File: src/rtl/lcd_scan_pkg.sv
package lcd_scan_pkg;
  typedef enum logic [2:0] {
    ST_IDLE  = 3'd0,
    ST_SHIFT = 3'd1,
    ST_SETUP = 3'd2,
    ST_COLLD = 3'd3,
    ST_GAP   = 3'd4,
    ST_ROWST = 3'd5
  } scan_st_e;
endpackage

File: src/rtl/lcd_phase_timer.sv
module lcd_phase_timer #(
  parameter int CW = 9
) (
  input  logic          clk_i,
  input  logic          rst_ni,
  input  logic          clear_i,
  input  logic [CW-1:0] limit_i,
  output logic          end_o
);
  logic [CW-1:0] cnt_q;
  logic [CW:0]   cnt_nxt;

  assign cnt_nxt = {1'b0, cnt_q} + (CW+1)'(1);
  // limit 0 behaves as 1
  assign end_o   = cnt_nxt >= {1'b0, limit_i};

  always_ff @(posedge clk_i or negedge rst_ni) begin
    if (!rst_ni)      cnt_q <= '0;
    else if (clear_i) cnt_q <= '0;
    else              cnt_q <= cnt_q + 1'b1;
  end
endmodule

File: src/rtl/lcd_word_shifter.sv
module lcd_word_shifter #(
  parameter int BUS_W  = 4,
  parameter int WORDS  = 90,
  parameter int ADDR_W = 7
) (
  input  logic              clk_i,
  input  logic              rst_ni,
  input  logic              run_i,
  output logic [ADDR_W-1:0] buf_addr_o,
  output logic              buf_rd_o,
  input  logic [BUS_W-1:0]  buf_data_i,
  output logic [BUS_W-1:0]  data_o,
  output logic              dclk_o,
  output logic              last_o
);
  localparam logic [ADDR_W-1:0] W_LAST = ADDR_W'(WORDS - 1);

  logic [ADDR_W-1:0] w_q;
  logic              h_q;
  logic              dclk_q;
  logic [BUS_W-1:0]  data_q;

  // two cycles per word: h=0 fetch+load data, h=1 raise clock at next edge
  always_ff @(posedge clk_i or negedge rst_ni) begin
    if (!rst_ni) begin
      w_q    <= '0;
      h_q    <= 1'b0;
      dclk_q <= 1'b0;
      data_q <= '0;
    end else if (!run_i) begin
      w_q    <= '0;
      h_q    <= 1'b0;
      dclk_q <= 1'b0;
      data_q <= '0;
    end else begin
      h_q    <= ~h_q;
      dclk_q <= h_q;
      if (h_q) w_q <= (w_q == W_LAST) ? '0 : w_q + 1'b1;
      else     data_q <= buf_data_i;
    end
  end

  assign buf_addr_o = w_q;
  assign buf_rd_o   = run_i & ~h_q;
  assign data_o     = data_q;
  assign dclk_o     = dclk_q;
  assign last_o     = run_i & h_q & (w_q == W_LAST);
endmodule

File: src/rtl/lcd_row_seq.sv
module lcd_row_seq
  import lcd_scan_pkg::*;
#(
  parameter int ROWS  = 480,
  parameter int ROW_W = 9,
  parameter int TW    = 8
) (
  input  logic             clk_i,
  input  logic             rst_ni,
  input  logic             start_i,
  input  logic [ROW_W-1:0] row_first_i,
  input  logic [ROW_W-1:0] row_last_i,
  input  logic             disp_en_i,
  input  logic             line_inv_i,
  input  logic [TW-1:0]    t_setup_i,
  input  logic [TW-1:0]    t_gap_i,
  input  logic [TW-1:0]    t_lpw_i,
  input  logic             shift_last_i,
  output logic             run_o,
  output logic [ROW_W-1:0] row_o,
  output logic             fstart_o,
  output logic             col_load_o,
  output logic             row_step_o,
  output logic             pol_o,
  output logic             off_no_o,
  output logic             busy_o,
  output logic             done_o
);
  localparam int CW = TW + 1;
  localparam logic [ROW_W-1:0] ROW_MAX = ROW_W'(ROWS - 1);

  scan_st_e         st_q, st_d;
  logic [ROW_W-1:0] row_q, row_d, row_nxt, first_q, last_q, last_clamp;
  logic [TW-1:0]    ts_q, tg_q, tw_q;
  logic             line_q, en_q, accept;
  logic             tmr_end, tmr_clr;
  logic [CW-1:0]    tmr_lim;
  logic             col_q, rstep_q, fs_q, pol_q, off_q, done_q;
  logic             fin, rstep_end;

  assign accept     = (st_q == ST_IDLE) && start_i;
  assign last_clamp = (row_last_i > ROW_MAX) ? ROW_MAX : row_last_i;
  assign row_nxt    = row_q + 1'b1;

  always_comb begin
    case (st_q)
      ST_SETUP:          tmr_lim = {1'b0, ts_q} + CW'(1);
      ST_COLLD, ST_ROWST: tmr_lim = {1'b0, tw_q};
      ST_GAP:            tmr_lim = {1'b0, tg_q};
      default:           tmr_lim = '0;
    endcase
  end

  always_comb begin
    st_d  = st_q;
    row_d = row_q;
    case (st_q)
      ST_IDLE: if (start_i) begin
        row_d = '0;
        st_d  = (row_first_i != '0) ? ST_GAP : ST_SHIFT;
      end
      ST_SHIFT: if (shift_last_i) st_d = ST_SETUP;
      ST_SETUP: if (tmr_end) st_d = ST_COLLD;
      ST_COLLD: if (tmr_end) st_d = ST_GAP;
      ST_GAP:   if (tmr_end) st_d = ST_ROWST;
      ST_ROWST: if (tmr_end) begin
        if (row_q == last_q) st_d = ST_IDLE;
        else begin
          row_d = row_nxt;
          st_d  = (row_nxt < first_q) ? ST_GAP : ST_SHIFT;
        end
      end
      default: st_d = ST_IDLE;
    endcase
  end

  assign tmr_clr   = (st_d != st_q) || (st_q == ST_IDLE);
  assign fin       = (st_q != ST_IDLE) && (st_d == ST_IDLE);
  assign rstep_end = (st_q == ST_ROWST) && (st_d != ST_ROWST);

  lcd_phase_timer #(.CW(CW)) u_tmr (
    .clk_i   (clk_i),
    .rst_ni  (rst_ni),
    .clear_i (tmr_clr),
    .limit_i (tmr_lim),
    .end_o   (tmr_end)
  );

  always_ff @(posedge clk_i or negedge rst_ni) begin
    if (!rst_ni) begin
      st_q    <= ST_IDLE;
      row_q   <= '0;
      first_q <= '0;
      last_q  <= '0;
      ts_q    <= '0;
      tg_q    <= '0;
      tw_q    <= '0;
      line_q  <= 1'b0;
      en_q    <= 1'b0;
      col_q   <= 1'b0;
      rstep_q <= 1'b0;
      fs_q    <= 1'b0;
      pol_q   <= 1'b0;
      off_q   <= 1'b0;
      done_q  <= 1'b0;
    end else begin
      st_q  <= st_d;
      row_q <= row_d;
      if (accept) begin
        first_q <= row_first_i;
        last_q  <= last_clamp;
        ts_q    <= t_setup_i;
        tg_q    <= t_gap_i;
        tw_q    <= t_lpw_i;
        line_q  <= line_inv_i;
        en_q    <= disp_en_i;
      end
      // strobes registered from next state so they align with st_q
      col_q   <= (st_d == ST_COLLD);
      rstep_q <= (st_d == ST_ROWST);
      fs_q    <= (st_d == ST_ROWST) && (row_d == '0);
      done_q  <= fin;
      off_q   <= (st_d != ST_IDLE) && (accept ? disp_en_i : en_q);
      if ((rstep_end && line_q) || (fin && !line_q)) pol_q <= ~pol_q;
    end
  end

  assign run_o      = (st_q == ST_SHIFT);
  assign row_o      = row_q;
  assign fstart_o   = fs_q;
  assign col_load_o = col_q;
  assign row_step_o = rstep_q;
  assign pol_o      = pol_q;
  assign off_no_o   = off_q;
  assign busy_o     = (st_q != ST_IDLE);
  assign done_o     = done_q;
endmodule

File: src/rtl/lcd_scan_gen.sv
module lcd_scan_gen #(
  parameter int ROWS  = 480,
  parameter int COLS  = 360,
  parameter int BUS_W = 4,
  parameter int TW    = 8,
  localparam int WORDS  = COLS / BUS_W,
  localparam int ROW_W  = $clog2(ROWS),
  localparam int ADDR_W = $clog2(WORDS)
) (
  input  logic              clk_i,
  input  logic              rst_ni,
  input  logic              start_i,
  input  logic [ROW_W-1:0]  row_first_i,
  input  logic [ROW_W-1:0]  row_last_i,
  input  logic              disp_en_i,
  input  logic              line_inv_i,
  input  logic [TW-1:0]     t_setup_i,
  input  logic [TW-1:0]     t_gap_i,
  input  logic [TW-1:0]     t_lpw_i,
  output logic [ROW_W-1:0]  buf_row_o,
  output logic [ADDR_W-1:0] buf_addr_o,
  output logic              buf_rd_o,
  input  logic [BUS_W-1:0]  buf_data_i,
  output logic [BUS_W-1:0]  lcd_data_o,
  output logic              lcd_dclk_o,
  output logic              lcd_fstart_o,
  output logic              lcd_col_load_o,
  output logic              lcd_row_step_o,
  output logic              lcd_pol_o,
  output logic              lcd_off_no,
  output logic              busy_o,
  output logic              done_o
);
  logic run, shift_last;

  lcd_row_seq #(.ROWS(ROWS), .ROW_W(ROW_W), .TW(TW)) u_seq (
    .clk_i        (clk_i),
    .rst_ni       (rst_ni),
    .start_i      (start_i),
    .row_first_i  (row_first_i),
    .row_last_i   (row_last_i),
    .disp_en_i    (disp_en_i),
    .line_inv_i   (line_inv_i),
    .t_setup_i    (t_setup_i),
    .t_gap_i      (t_gap_i),
    .t_lpw_i      (t_lpw_i),
    .shift_last_i (shift_last),
    .run_o        (run),
    .row_o        (buf_row_o),
    .fstart_o     (lcd_fstart_o),
    .col_load_o   (lcd_col_load_o),
    .row_step_o   (lcd_row_step_o),
    .pol_o        (lcd_pol_o),
    .off_no_o     (lcd_off_no),
    .busy_o       (busy_o),
    .done_o       (done_o)
  );

  lcd_word_shifter #(.BUS_W(BUS_W), .WORDS(WORDS), .ADDR_W(ADDR_W)) u_shf (
    .clk_i      (clk_i),
    .rst_ni     (rst_ni),
    .run_i      (run),
    .buf_addr_o (buf_addr_o),
    .buf_rd_o   (buf_rd_o),
    .buf_data_i (buf_data_i),
    .data_o     (lcd_data_o),
    .dclk_o     (lcd_dclk_o),
    .last_o     (shift_last)
  );
endmodule

File: config.mk
export PLATFORM = sky130hd
export DESIGN_NAME = lcd_scan_gen
export DESIGN_NICKNAME = d
export VERILOG_FILES = /design/src/rtl/lcd_scan_pkg.sv /design/src/rtl/lcd_phase_timer.sv /design/src/rtl/lcd_word_shifter.sv /design/src/rtl/lcd_row_seq.sv /design/src/rtl/lcd_scan_gen.sv
export SDC_FILE = /design/constraint.sdc
export NUM_CORES = 1
export LEC_CHECK = 0
export CAP_MARGIN = 25
export CORE_ASPECT_RATIO = 1.75
export CORE_MARGIN = 4
export CORE_UTILIZATION = 35
export DETAILED_ROUTE_END_ITERATION = 16
export PLACE_DENSITY = 0.61
export REMOVE_ABC_BUFFERS = 1
export SLEW_MARGIN = 20
export SYNTH_ARGS = -nofsm -noshare
export SYNTH_HDL_FRONTEND = slang
export SYNTH_SLANG_ARGS = --single-unit
File: constraint.sdc
create_clock -name clk_i -period 3.05 [get_ports clk_i]
set_clock_uncertainty 0.1 [all_clocks]
set_input_delay 0.61 -clock clk_i [delete_from_list [all_inputs] [get_ports clk_i]]
set_output_delay 0.61 -clock clk_i [all_outputs]
set_load 0.01 [all_outputs]
[Word-level counts from Yosys, hierarchy flattened]
Cells that the tools add are included.
W data, S select, Z words.
Storage, ports and cells
  logic and storage cells: 88
  bits in writable memories: 0
  input port bits: 51
  flip-flop bits (word level): 84
  ROM bits: 0
  output and inout port bits: 29
  bits in latches: 0
  memories: 0
Cells by class
  equality and inequality tests: 13
  multiply operators: 0
  $add $sub $neg: 5
  divide/modulo/power cells: 0
  multiplexer cells: 25
  bitwise logic cells: 5
  order comparisons: 3
  reduce and logical (&&, ||, !) cells: 17
  shift-type cells: 0
Operators by type and width (count)
  $mux W9: 5
  $mux W3: 9
  $pmux W9 S3: 1
  $mux W7: 3
  $add A9 B1 Y9 const B: 2
  $pmux W3 S6: 1
  $pmux W9 S2: 1
  $add A9 B1 Y10 const B: 1
  $ge A10 B9 Y1: 1
  $add A8 B1 Y9 const B: 1
  $eq A3 B2 Y1 const B: 3
  $eq A3 B3 Y1 const B: 3
  $eq A9 B9 Y1: 1
  $gt A9 B9 Y1 const B: 1
  $logic_not A9 Y1: 1
  $lt A9 B9 Y1: 1
  $reduce_bool A9 Y1: 1
  $mux W4: 2
  $add A7 B1 Y7 const B: 1
  $eq A7 B7 Y1 const B: 1
  $logic_and A1 B1 Y1: 7
  $logic_not A3 Y1: 2
  $reduce_bool A3 Y1: 2
  $ne A2 B2 Y1 const B: 2
  other kinds (9): 15

[Depth between registers and ports, before layout]
Gate-level depths: netlist of run 1.
  depth after elaboration: 10
  mapped depth: 16
  gate-level depth less buffers: 16

[Modules after synthesis]
From an unflattened synthesis of run 1, not the netlist that was laid out.
Unflattened totals
  cell total of the unflattened synthesis: 516
  area, all modules: 4775.8 um^2
By module, submodules not included
  lcd_row_seq: area each 3485.8 um^2, times used 1, cells each 383, seq. area each 1551.5 um^2
  lcd_word_shifter: area each 653.1 um^2, times used 1, cells each 64, seq. area each 325.3 um^2
  lcd_phase_timer: area each 636.9 um^2, times used 1, cells each 69, seq. area each 225.2 um^2

[Worst setup path before layout of run 1]
No wires, ideal clock.
  path kind: register to register
  from: reg u_seq.st_q[0]
  to: reg u_seq.off_q (netlist: u_seq.off_no_o)
  period minus slack after synthesis: 3.278 ns
  path buffers: 2
  required time: 2.831 ns
  slack: -0.228 ns
  library setup time: 0.119 ns
  data arrival time: 3.059 ns
  cell stages (with the launch flop): 13
  path through: dfrtp_1 buf_2 buf_1 o21ai_0 a22oi_1 ha_1 a21oi_1 nor2b_1 a311o_2 a21o_4 a311o_1 or3_1 and2_1
Between the ends
  word-level cells in the longest chain between the ends: 8
  elaborated cells on any way between the ends: 22
  those cells by class: order compare: 1; eq/ne: 5; mux: 9; bitwise: 2; reduce/logical: 5
RTL lines
  start, declared: line lcd_row_seq.sv:32  | scan_st_e st_q, st_d;
  start signal, assigned: line lcd_row_seq.sv:107  | st_q <= st_d;
  $eq A3 B2 Y1 or $eq A3 B3 Y1 (tied branches): line lcd_row_seq.sv:46, lcd_row_seq.sv:57
  $reduce_or A2 Y1: line lcd_row_seq.sv:46  | case (st_q)
  $pmux W9 S3: line lcd_row_seq.sv:46
  $ge A10 B9 Y1: line lcd_phase_timer.sv:15  | assign end_o = cnt_nxt >= {1'b0, limit_i};
  $mux W3, on equally long branches
  $pmux W3 S6 *: line lcd_row_seq.sv:57  | case (st_q)
  via u_seq.st_d[2]: line lcd_row_seq.sv:32
  $reduce_bool A3 Y1 *: line lcd_row_seq.sv:123  | off_q <= (st_d != ST_IDLE) && (accept ? disp_en_i : en_q);
  $logic_and A1 B1 Y1 *: line lcd_row_seq.sv:123
  end signal, assigned: line lcd_row_seq.sv:123
  end, declared: line lcd_row_seq.sv:38  | logic col_q, rstep_q, fs_q, pol_q, off_q, done_q;
Mark *: on every way through the listed nets, which the timed path passes. The rest lies on a longest branch.
A chain may end at the register's enable or synchronous reset.

[Worst setup path after layout of run 1]
  from: reg u_seq.row_q[1] (netlist: u_seq.row_o[1])
  to: reg u_seq.u_tmr.cnt_q[6]
Between the ends
  word-level cells in the longest chain between the ends: 9
  elaborated cells on any way between the ends: 10
  those cells by class: add/sub: 1; order compare: 1; eq/ne: 2; mux: 5; reduce/logical: 1
RTL lines
  start, declared: line lcd_row_seq.sv:33  | logic [ROW_W-1:0] row_q, row_d, row_nxt, first_q, last_q, last_clamp;
  start signal, assigned: line lcd_row_seq.sv:108  | row_q <= row_d;
  $add A9 B1 Y9: line lcd_row_seq.sv:43  | assign row_nxt = row_q + 1'b1;
  $lt A9 B9 Y1: line lcd_row_seq.sv:70  | st_d = (row_nxt < first_q) ? ST_GAP : ST_SHIFT;
  $mux W3: line lcd_row_seq.sv:70
  $mux W3 *: line lcd_row_seq.sv:67  | if (row_q == last_q) st_d = ST_IDLE;
  $mux W3 *: line lcd_row_seq.sv:66  | ST_ROWST: if (tmr_end) begin
  $pmux W3 S6 *: line lcd_row_seq.sv:57
  $ne A3 B3 Y1 *: line lcd_row_seq.sv:77  | assign tmr_clr = (st_d != st_q) || (st_q == ST_IDLE);
  $logic_or A1 B1 Y1 *: line lcd_row_seq.sv:77
  $mux W9 *: line lcd_phase_timer.sv:19  | else if (clear_i) cnt_q <= '0;
  end signal, assigned: line lcd_phase_timer.sv:20  | else cnt_q <= cnt_q + 1'b1;
  end, declared: line lcd_phase_timer.sv:10  | logic [CW-1:0] cnt_q;
Every way passes the cells marked *; elsewhere a longest branch is shown, timed or not.

==> results of run 1 <==
[cell usage in the layout, fill, tap and decap left out, types with 7 or more instances in the layout]
master	instances
sky130_fd_sc_hd__nand2_1	120
sky130_fd_sc_hd__dfrtp_1	83
sky130_fd_sc_hd__clkdlybuf4s50_1	78
sky130_fd_sc_hd__buf_4	61
sky130_fd_sc_hd__o21ai_0	43
sky130_fd_sc_hd__nor2_1	31
sky130_fd_sc_hd__inv_1	23
sky130_fd_sc_hd__xnor2_1	19
sky130_fd_sc_hd__nand3_1	18
sky130_fd_sc_hd__ha_1	16
sky130_fd_sc_hd__nor2b_1	14
sky130_fd_sc_hd__a21oi_1	13
sky130_fd_sc_hd__clkbuf_16	9
sky130_fd_sc_hd__xor2_1	8
sky130_fd_sc_hd__nand2b_1	7
[flip-flops by register name, summed over array words and instances, names as in the netlist, 7 cells and up]
name / count
u_seq.first_q: 9
u_seq.u_tmr.cnt_q: 9
u_seq.tw_q: 8
u_seq.ts_q: 8
u_seq.tg_q: 8
u_shf.buf_addr_o: 7
u_seq.row_o: 9
u_seq.last_q: 9
[report_power, final]
group	switching (W)	leakage (nW)	total [W]	internal, W
combinational	0.0000354	1.88	0.0000955	0.0000601
sequential	0	1.05	0.00111	0.00111
clock	0.000448	0.152	0.00113	0.000680
[layout make-up]
class                      count  area (µm²)
tap                          171         214
fill                        1219        6200
sequential                    84        2100
clock buffer                  11         253
clock inverter                 5        60.1
timing repair buffer         146        1340
multi-input combinational    398        2610
inverter                      25        93.8
[path summary, 6_finish.rpt]
kind / startpoint / endpoint / slack [ns] / cells past startpoint
max: u_seq.row_o[1]$_DFF_PN0_ / u_seq.u_tmr.cnt_q[6]$_DFF_PN0_ / -0.18 / 15
min in group clk_i: u_seq.tw_q[4]$_DFFE_PN0P_ / u_seq.tw_q[4]$_DFFE_PN0P_ / 0.38 / 2
min reg2reg: u_seq.tw_q[4]$_DFFE_PN0P_ / u_seq.tw_q[4]$_DFFE_PN0P_ / 0.38 / 2
max reg2reg: u_seq.row_o[1]$_DFF_PN0_ / u_seq.u_tmr.cnt_q[6]$_DFF_PN0_ / -0.18 / 15
min: rst_ni / u_seq.tg_q[7]$_DFFE_PN0P_ / 0.17 / 1
max in group asynchronous: rst_ni / u_seq.pol_o$_DFFE_PN0P_ / 2.04 / 2
[per-stage QoR]
stage | setup slack, ns | power [W] | setup TNS [ns] | std cells
after floorplan | -0.260 | 0.00114 | -2.83 | 506
after global placement | -0.249 | 0.00123 | -3.24 | 813
after detailed placement | -0.352 | 0.00123 | -4.69 | 813
after CTS | -0.114 | 0.00236 | -0.823 | 836
after global routing | -0.300 | 0.00243 | -3.44 | 840
final | -0.182 | 0.00234 | -1.82 | 840
[logic make-up (layout without fill, tap and decap cells)]
family          count (synthesis)  after routing  synth area share [%]
buf+inv                        48            187                  3.98
compound gates                 98             99                  13.2
simple gates                  242            242                  24.1
mux                             6              6                  1.31
xor+xnor                       29             29                  5.54
fa+ha+maj                      22             22                  6.00
flops                          84             84                  45.9
[timing repair]
action | in CTS | in global routing
cloned | 1 | 0
buffers inserted | 6 | 4
resized for setup | 33 | 41
setup endpoints to repair | 23 | 16
pin swaps | 21 | 14
[per-layer routing]
metal	wire, µm	GRT usage [%]	share of wire [%]	vias up
li1	-	-	-	2064
met1	4540	18.4	36	1973
met2	7470	34.6	59	64
met3	386	3.17	3.0	21
met4	360	7.10	2.8	0
met5	0	0	0	-
==> impl_metrics.xml, run 1 <==
<?xml version="1.0" encoding="UTF-8"?>
<metrics>
  <group name="min_path">
    <metric name="worst_hold_path_type" unit="">primary input to async pin</metric>
  </group>
  <group name="drt">
    <metric name="via_per_inst" unit="">4.91</metric>
    <metric name="routed-via-count" unit="">4122</metric>
    <metric name="detail_route.first_pass.iterations" unit="">5</metric>
    <metric name="drt_wl_cell" unit="µm">15.2</metric>
    <metric name="detail_route.iter0.violations" unit="">145</metric>
    <metric name="antenna_violating_nets_remaining" unit="">0</metric>
    <metric name="drc" unit="">0</metric>
    <metric name="drt-total-wl" unit="mm">12.8</metric>
  </group>
  <group name="setup_path">
    <metric name="worst_setup_path_end_kind" unit="">flip-flop</metric>
    <metric name="critPathMaxFanout" unit="">5</metric>
    <metric name="timing.critical_path.arrival" unit="ns">3.40</metric>
    <metric name="cp.buffers_inverters" unit="">1</metric>
    <metric name="crit_required" unit="ns">3.22</metric>
    <metric name="cp-start-kind" unit="">flip-flop</metric>
    <metric name="critical_path.top_delay_family" unit="">simple AND/OR/NAND/NOR gates</metric>
    <metric name="crit_path_max_incr_delay" unit="ns">0.42</metric>
    <metric name="setup.worst_path.class" unit="">flip-flop to flip-flop</metric>
    <metric name="crit_slowest_cell" unit="">sky130_fd_sc_hd__a221o_2</metric>
    <metric name="cp_cell_sequence" unit="">ha_4, nand3_4, nor2_4, and3_4, xnor2_4, inv_2, ha_4, nand2_2, or3_4, nand2_2, nor3_2, o31ai_2, o22ai_1, a221o_2, nor2b_1</metric>
  </group>
  <group name="floorplan">
    <metric name="initial_core_util" unit="%">35.6</metric>
    <metric name="die_area" unit="µm²">15100</metric>
    <metric name="number_of_rows_in_the_core_area" unit="">55</metric>
    <metric name="fp.coreArea" unit="µm²">12900</metric>
    <metric name="io-pin-count" unit="">80</metric>
    <metric name="die_x" unit="µm">94.5</metric>
    <metric name="die_y" unit="µm">159</metric>
  </group>
  <group name="yosys">
    <metric name="yosys_warnings" unit="">0</metric>
    <metric name="synth_top_area_share" unit="%">45.9</metric>
    <metric name="synth.ff_latch_count" unit="">84</metric>
    <metric name="netlist_area" unit="µm²">4580</metric>
    <metric name="synth_instances" unit="">529</metric>
    <metric name="yosys.area.top_type" unit="">sky130_fd_sc_hd__dfrtp_1</metric>
    <metric name="synth_common_cells" unit="">sky130_fd_sc_hd__nand2_1, sky130_fd_sc_hd__dfrtp_1, sky130_fd_sc_hd__o21ai_0, sky130_fd_sc_hd__nor2_1, sky130_fd_sc_hd__inv_1</metric>
    <metric name="synth_sequential_area_ratio" unit="%">45.9</metric>
    <metric name="synth.distinct_cells" unit="">50</metric>
    <metric name="yosys.cell_count.top_type" unit="">sky130_fd_sc_hd__nand2_1</metric>
    <metric name="postSynthAreaPerCell" unit="µm²">8.67</metric>
    <metric name="postSynth.topFlopCell" unit="">sky130_fd_sc_hd__dfrtp_1</metric>
    <metric name="synth_enable_flop_cells" unit="">0</metric>
    <metric name="synth.area.top_cells" unit="">sky130_fd_sc_hd__dfrtp_1, sky130_fd_sc_hd__nand2_1, sky130_fd_sc_hd__ha_1</metric>
    <metric name="synth-async-reset-ratio" unit="%">100</metric>
  </group>
  <group name="global_routing">
    <metric name="grt_pass1_wl" unit="mm">21.2</metric>
    <metric name="via_count_of_the_first_global_routing_pass" unit="">4434</metric>
    <metric name="maximum_number_of_pins_on_one_net_before_global_route_repair" unit="">46</metric>
    <metric name="grt_use_total" unit="%">18.0</metric>
    <metric name="grt_antenna_before_repair" unit="">0</metric>
    <metric name="global_route.overflow_total" unit="">0</metric>
  </group>
  <group name="power">
    <metric name="max-vdd-ir-drop" unit="µV">245</metric>
    <metric name="p_leak" unit="nW">3.09</metric>
    <metric name="power_per_cell_area" unit="nW/µm²">351</metric>
  </group>
  <group name="clocking">
    <metric name="numCtsBuffers" unit="">9</metric>
    <metric name="clock_tree.htree_level_count" unit="">3</metric>
    <metric name="clock_insertion_delay_worst_skew" unit="ns">0.35</metric>
    <metric name="cts.root.buffer_cell" unit="">sky130_fd_sc_hd__clkbuf_16</metric>
    <metric name="clockBufferDepth" unit="">2</metric>
    <metric name="cts.sink_count" unit="">84</metric>
    <metric name="cts_tree" unit="">yes</metric>
    <metric name="clk_pin_slew" unit="ns">0.06</metric>
    <metric name="holdBufCountCts" unit="">0</metric>
  </group>
  <group name="timing">
    <metric name="share_of_the_cycle_needed_by_the_critical_path_after_routing" unit="%">106</metric>
    <metric name="final_setup_viols" unit="">14</metric>
    <metric name="holdWs" unit="ns">0.171</metric>
    <metric name="rsz0062_at_grt" unit="">yes</metric>
    <metric name="shortest_clock_period_the_worst_path_allows_after_layout" unit="ns">3.23</metric>
    <metric name="post-route-worst-setup-slack" unit="ns">-0.182</metric>
    <metric name="maximum_clock_rate" unit="MHz">309</metric>
    <metric name="timing.final.hold_violations" unit="">0</metric>
    <metric name="slew_viols_final" unit="">0</metric>
    <metric name="timing.slew.headroom" unit="%">60.2</metric>
    <metric name="tightestPinTransition" unit="ns">0.598</metric>
  </group>
  <group name="cells_and_area">
    <metric name="final_area" unit="µm²">6670</metric>
    <metric name="layout-area-overhead-vs-synth" unit="%">45.5</metric>
    <metric name="final_core_utilization" unit="%">51.8</metric>
    <metric name="share_of_post_route_cells_with_drive_strength_above_1" unit="%">21.8</metric>
    <metric name="finalNetCount" unit="">737</metric>
    <metric name="diodes" unit="">0</metric>
  </group>
  <group name="placement">
    <metric name="dpl.hpwl" unit="mm">9.57</metric>
    <metric name="placement.io_buffers" unit="">79</metric>
    <metric name="dpl-instance-area" unit="µm²">5950</metric>
    <metric name="place_congestion" unit="">0.883</metric>
  </group>
  <group name="job">
    <metric name="max_cap_violations" unit="">0</metric>
  </group>
  <group name="status">
    <metric name="failed_checks" unit="">negative setup slack</metric>
    <metric name="run_status" unit="">finished with violations</metric>
  </group>
</metrics>
No activity file was read; power rests on OpenSTA's default activity.
==> run 2, diff against run 1 <==
Settings changed: CORE_MARGIN 4 to 2, CORE_UTILIZATION 35 to 30, PLACE_DENSITY 0.61 to 0.54, SLEW_MARGIN 20 to 25.
==> run 2 against run 1 <==
Net effect: the flow still finishes with violations (negative setup slack); count of clock-buffer cells in the layout rose by 1; core utilization is 7.8 points lower; non-clock buffer count is 10 higher.
==> impl_metrics.xml, run 2 (synthesized netlist as in run 1, its figures left out) <==
<?xml version="1.0" encoding="UTF-8"?>
<metrics>
  <group name="drt">
    <metric name="detail_route.first_pass.iterations" unit="">4</metric>
    <metric name="m1WireLength" unit="mm">4.87</metric>
    <metric name="via_per_inst" unit="">4.89</metric>
    <metric name="route.top_layer_used" unit="">met4</metric>
    <metric name="drt_wl_cell" unit="µm">15.7</metric>
    <metric name="detail_route.iter0.violations" unit="">160</metric>
    <metric name="drt-total-wl" unit="mm">13.5</metric>
    <metric name="drc" unit="">0</metric>
    <metric name="routed-via-count" unit="">4214</metric>
    <metric name="antenna_violating_nets_remaining" unit="">0</metric>
    <metric name="routed-wl-met2" unit="mm">7.94</metric>
    <metric name="met3_length" unit="µm">337</metric>
  </group>
  <group name="global_routing">
    <metric name="global_route.overflow_total" unit="">0</metric>
    <metric name="maximum_number_of_pins_on_one_net_before_global_route_repair" unit="">51</metric>
    <metric name="grt_pass1_wl" unit="mm">21.7</metric>
    <metric name="grt_use_total" unit="%">16.7</metric>
    <metric name="via_count_of_the_first_global_routing_pass" unit="">4513</metric>
    <metric name="grt_antenna_before_repair" unit="">0</metric>
  </group>
  <group name="setup_path">
    <metric name="critPathMaxFanout" unit="">3</metric>
    <metric name="crit_slowest_cell" unit="">sky130_fd_sc_hd__dfrtp_1</metric>
    <metric name="crit_path_max_incr_delay" unit="ns">0.38</metric>
    <metric name="critical_path.top_delay_family" unit="">simple AND/OR/NAND/NOR gates</metric>
    <metric name="timing.critical_path.arrival" unit="ns">3.39</metric>
    <metric name="cp_cell_sequence" unit="">buf_4, and3_4, nand3_4, buf_4, or2_2, nand2_1, ha_1, nand2_1, o31a_1, o2111ai_1, o22ai_1, a311o_1, or3_4, and2_4</metric>
    <metric name="setup.worst_path.class" unit="">flip-flop to flip-flop</metric>
    <metric name="worst_setup_path_end_kind" unit="">flip-flop</metric>
    <metric name="cp.buffers_inverters" unit="">2</metric>
    <metric name="cp-start-kind" unit="">flip-flop</metric>
    <metric name="crit_required" unit="ns">3.18</metric>
  </group>
  <group name="cells_and_area">
    <metric name="most_used_cells_in_the_layout_excluding_fill_and_tap_cells" unit="">sky130_fd_sc_hd__nand2_1, sky130_fd_sc_hd__dfrtp_1, sky130_fd_sc_hd__clkdlybuf4s50_1, sky130_fd_sc_hd__buf_4, sky130_fd_sc_hd__o21ai_0</metric>
    <metric name="finalNetCount" unit="">747</metric>
    <metric name="layout-area-overhead-vs-synth" unit="%">43.1</metric>
    <metric name="mostFrequentLayoutCell" unit="">sky130_fd_sc_hd__nand2_1</metric>
    <metric name="final_core_utilization" unit="%">44.0</metric>
    <metric name="share_of_post_route_cells_with_drive_strength_above_1" unit="%">19.9</metric>
    <metric name="diodes" unit="">0</metric>
    <metric name="layoutNonFillerInstCount" unit="">862</metric>
  </group>
  <group name="clocking">
    <metric name="clk_pin_slew" unit="ns">0.07</metric>
    <metric name="numCtsBuffers" unit="">9</metric>
    <metric name="cts.sink_count" unit="">84</metric>
    <metric name="cts_tree" unit="">yes</metric>
    <metric name="clock_insertion_delay_worst_skew" unit="ns">0.34</metric>
    <metric name="holdBufCountCts" unit="">0</metric>
    <metric name="cts.root.buffer_cell" unit="">sky130_fd_sc_hd__clkbuf_16</metric>
    <metric name="clockBufferDepth" unit="">2</metric>
    <metric name="clock_tree.htree_level_count" unit="">3</metric>
  </group>
  <group name="timing">
    <metric name="slew_viols_final" unit="">0</metric>
    <metric name="timing.final.hold_violations" unit="">0</metric>
    <metric name="final_setup_viols" unit="">14</metric>
    <metric name="timing.slew.headroom" unit="%">37.3</metric>
    <metric name="maximum_clock_rate" unit="MHz">306</metric>
    <metric name="post-route-worst-setup-slack" unit="ns">-0.215</metric>
    <metric name="finalSetupTns" unit="ns">-1.79</metric>
    <metric name="shortest_clock_period_the_worst_path_allows_after_layout" unit="ns">3.26</metric>
    <metric name="rsz0062_at_grt" unit="">yes</metric>
    <metric name="tightestPinTransition" unit="ns">0.932</metric>
    <metric name="share_of_the_cycle_needed_by_the_critical_path_after_routing" unit="%">107</metric>
  </group>
  <group name="power">
    <metric name="power.sequential.fraction" unit="%">50.2</metric>
    <metric name="max-vdd-ir-drop" unit="µV">204</metric>
    <metric name="power_per_cell_area" unit="nW/µm²">338</metric>
    <metric name="switching_share" unit="%">21.3</metric>
    <metric name="logic_gate_share_of_total_power" unit="%">4.3</metric>
    <metric name="power_switching" unit="W">0.000474</metric>
    <metric name="p_int" unit="W">0.00175</metric>
    <metric name="p_leak" unit="nW">3.12</metric>
    <metric name="power_frac_clock" unit="%">45.5</metric>
  </group>
  <group name="floorplan">
    <metric name="fp.coreArea" unit="µm²">14900</metric>
    <metric name="die_x" unit="µm">97.4</metric>
    <metric name="die_y" unit="µm">168</metric>
    <metric name="io-pin-count" unit="">80</metric>
    <metric name="initial_core_util" unit="%">30.7</metric>
    <metric name="die_area" unit="µm²">16300</metric>
    <metric name="number_of_rows_in_the_core_area" unit="">59</metric>
  </group>
  <group name="min_path">
    <metric name="worst_hold_path_type" unit="">primary input to async pin</metric>
  </group>
  <group name="placement">
    <metric name="place_congestion" unit="">0.848</metric>
    <metric name="dp.cells" unit="">834</metric>
    <metric name="placement.io_buffers" unit="">79</metric>
    <metric name="dpl.hpwl" unit="mm">10.2</metric>
    <metric name="dp_slack" unit="ns">-0.356</metric>
  </group>
  <group name="job">
    <metric name="max_cap_violations" unit="">0</metric>
  </group>
  <group name="status">
    <metric name="failed_checks" unit="">negative setup slack</metric>
    <metric name="run_status" unit="">finished with violations</metric>
  </group>
</metrics>
==> run 2: per-layer routing <==
layer / vias to the layer above / track usage (%)
li1: 2076 / -
met1: 2057 / 16.2
met2: 60 / 33.5
met3: 21 / 2.92
met4: 0 / 7.31
met5: - / 0
==> run 2: what timing repair did <==
action,in CTS,in global routing
gates resized for setup,21,19
pin swaps,18,3
setup buffers,9,2
cloned,1,0
endpoints found under the setup margin,21,21
==> run 2: area by class of cell <==
| cell class | instances | area (µm²) |
|---|---|---|
| flip-flops and latches | 84 | 2100 |
| well taps | 183 | 229 |
| inverters | 25 | 93.8 |
| clock buffers | 12 | 246 |
| multi-input cells | 398 | 2480 |
| repair buffers | 156 | 1380 |
| fillers | 1499 | 8350 |
| clock inverters | 4 | 25.0 |
==> run 2: through the flow <==
step | hold WS [ns] | area, µm² | total power [W]
CTS | 0.146 | 6470 | 0.00225
detailed placement | 0.373 | 6020 | 0.00123
global placement | 0.366 | 6020 | 0.00123
global route | 0.165 | 6560 | 0.00229
floorplan | 0.214 | 4500 | 0.00114
finish | 0.128 | 6560 | 0.00222
==> run 2: worst register-to-register path, cell delays in order, from the launching register on <==
cell	delay, ns
sky130_fd_sc_hd__dfrtp_1	0.38
sky130_fd_sc_hd__buf_4	0.12
sky130_fd_sc_hd__and3_4	0.18
sky130_fd_sc_hd__nand3_4	0.10
sky130_fd_sc_hd__buf_4	0.15
sky130_fd_sc_hd__or2_2	0.27
sky130_fd_sc_hd__nand2_1	0.11
sky130_fd_sc_hd__ha_1	0.14
sky130_fd_sc_hd__nand2_1	0.07
sky130_fd_sc_hd__o31a_1	0.32
sky130_fd_sc_hd__o2111ai_1	0.23
sky130_fd_sc_hd__o22ai_1	0.14
sky130_fd_sc_hd__a311o_1	0.36
sky130_fd_sc_hd__or3_4	0.35
sky130_fd_sc_hd__and2_4	0.14
==> run 2: final timing paths <==
check | startpoint | endpoint | slack (ns) | depth (start not counted)
max | u_seq.row_o[0]$_DFF_PN0_ | u_seq.off_no_o$_DFF_PN0_ | -0.21 | 14
min | rst_ni | u_seq.ts_q[0]$_DFFE_PN0P_ | 0.13 | 1
max reg2reg | u_seq.row_o[0]$_DFF_PN0_ | u_seq.off_no_o$_DFF_PN0_ | -0.21 | 14
min reg2reg | u_seq.pol_o$_DFFE_PN0P_ | u_seq.pol_o$_DFFE_PN0P_ | 0.38 | 1
max in group asynchronous | rst_ni | u_shf.buf_addr_o[0]$_DFFE_PN0N_ | 2.07 | 2
min in group clk_i | u_seq.pol_o$_DFFE_PN0P_ | u_seq.pol_o$_DFFE_PN0P_ | 0.38 | 1
==> run 2: power groups by stage <==
stage | combinational [W] | clock (W) | sequential, W
detailed placement | 0.0000983 | 0 | 0.00113
CTS | 0.0000987 | 0.00104 | 0.00111
global route | 0.000105 | 0.00108 | 0.00111
finish | 0.0000956 | 0.00101 | 0.00111
floorplan | 0.00000351 | 0 | 0.00114
global placement | 0.0000969 | 0 | 0.00113
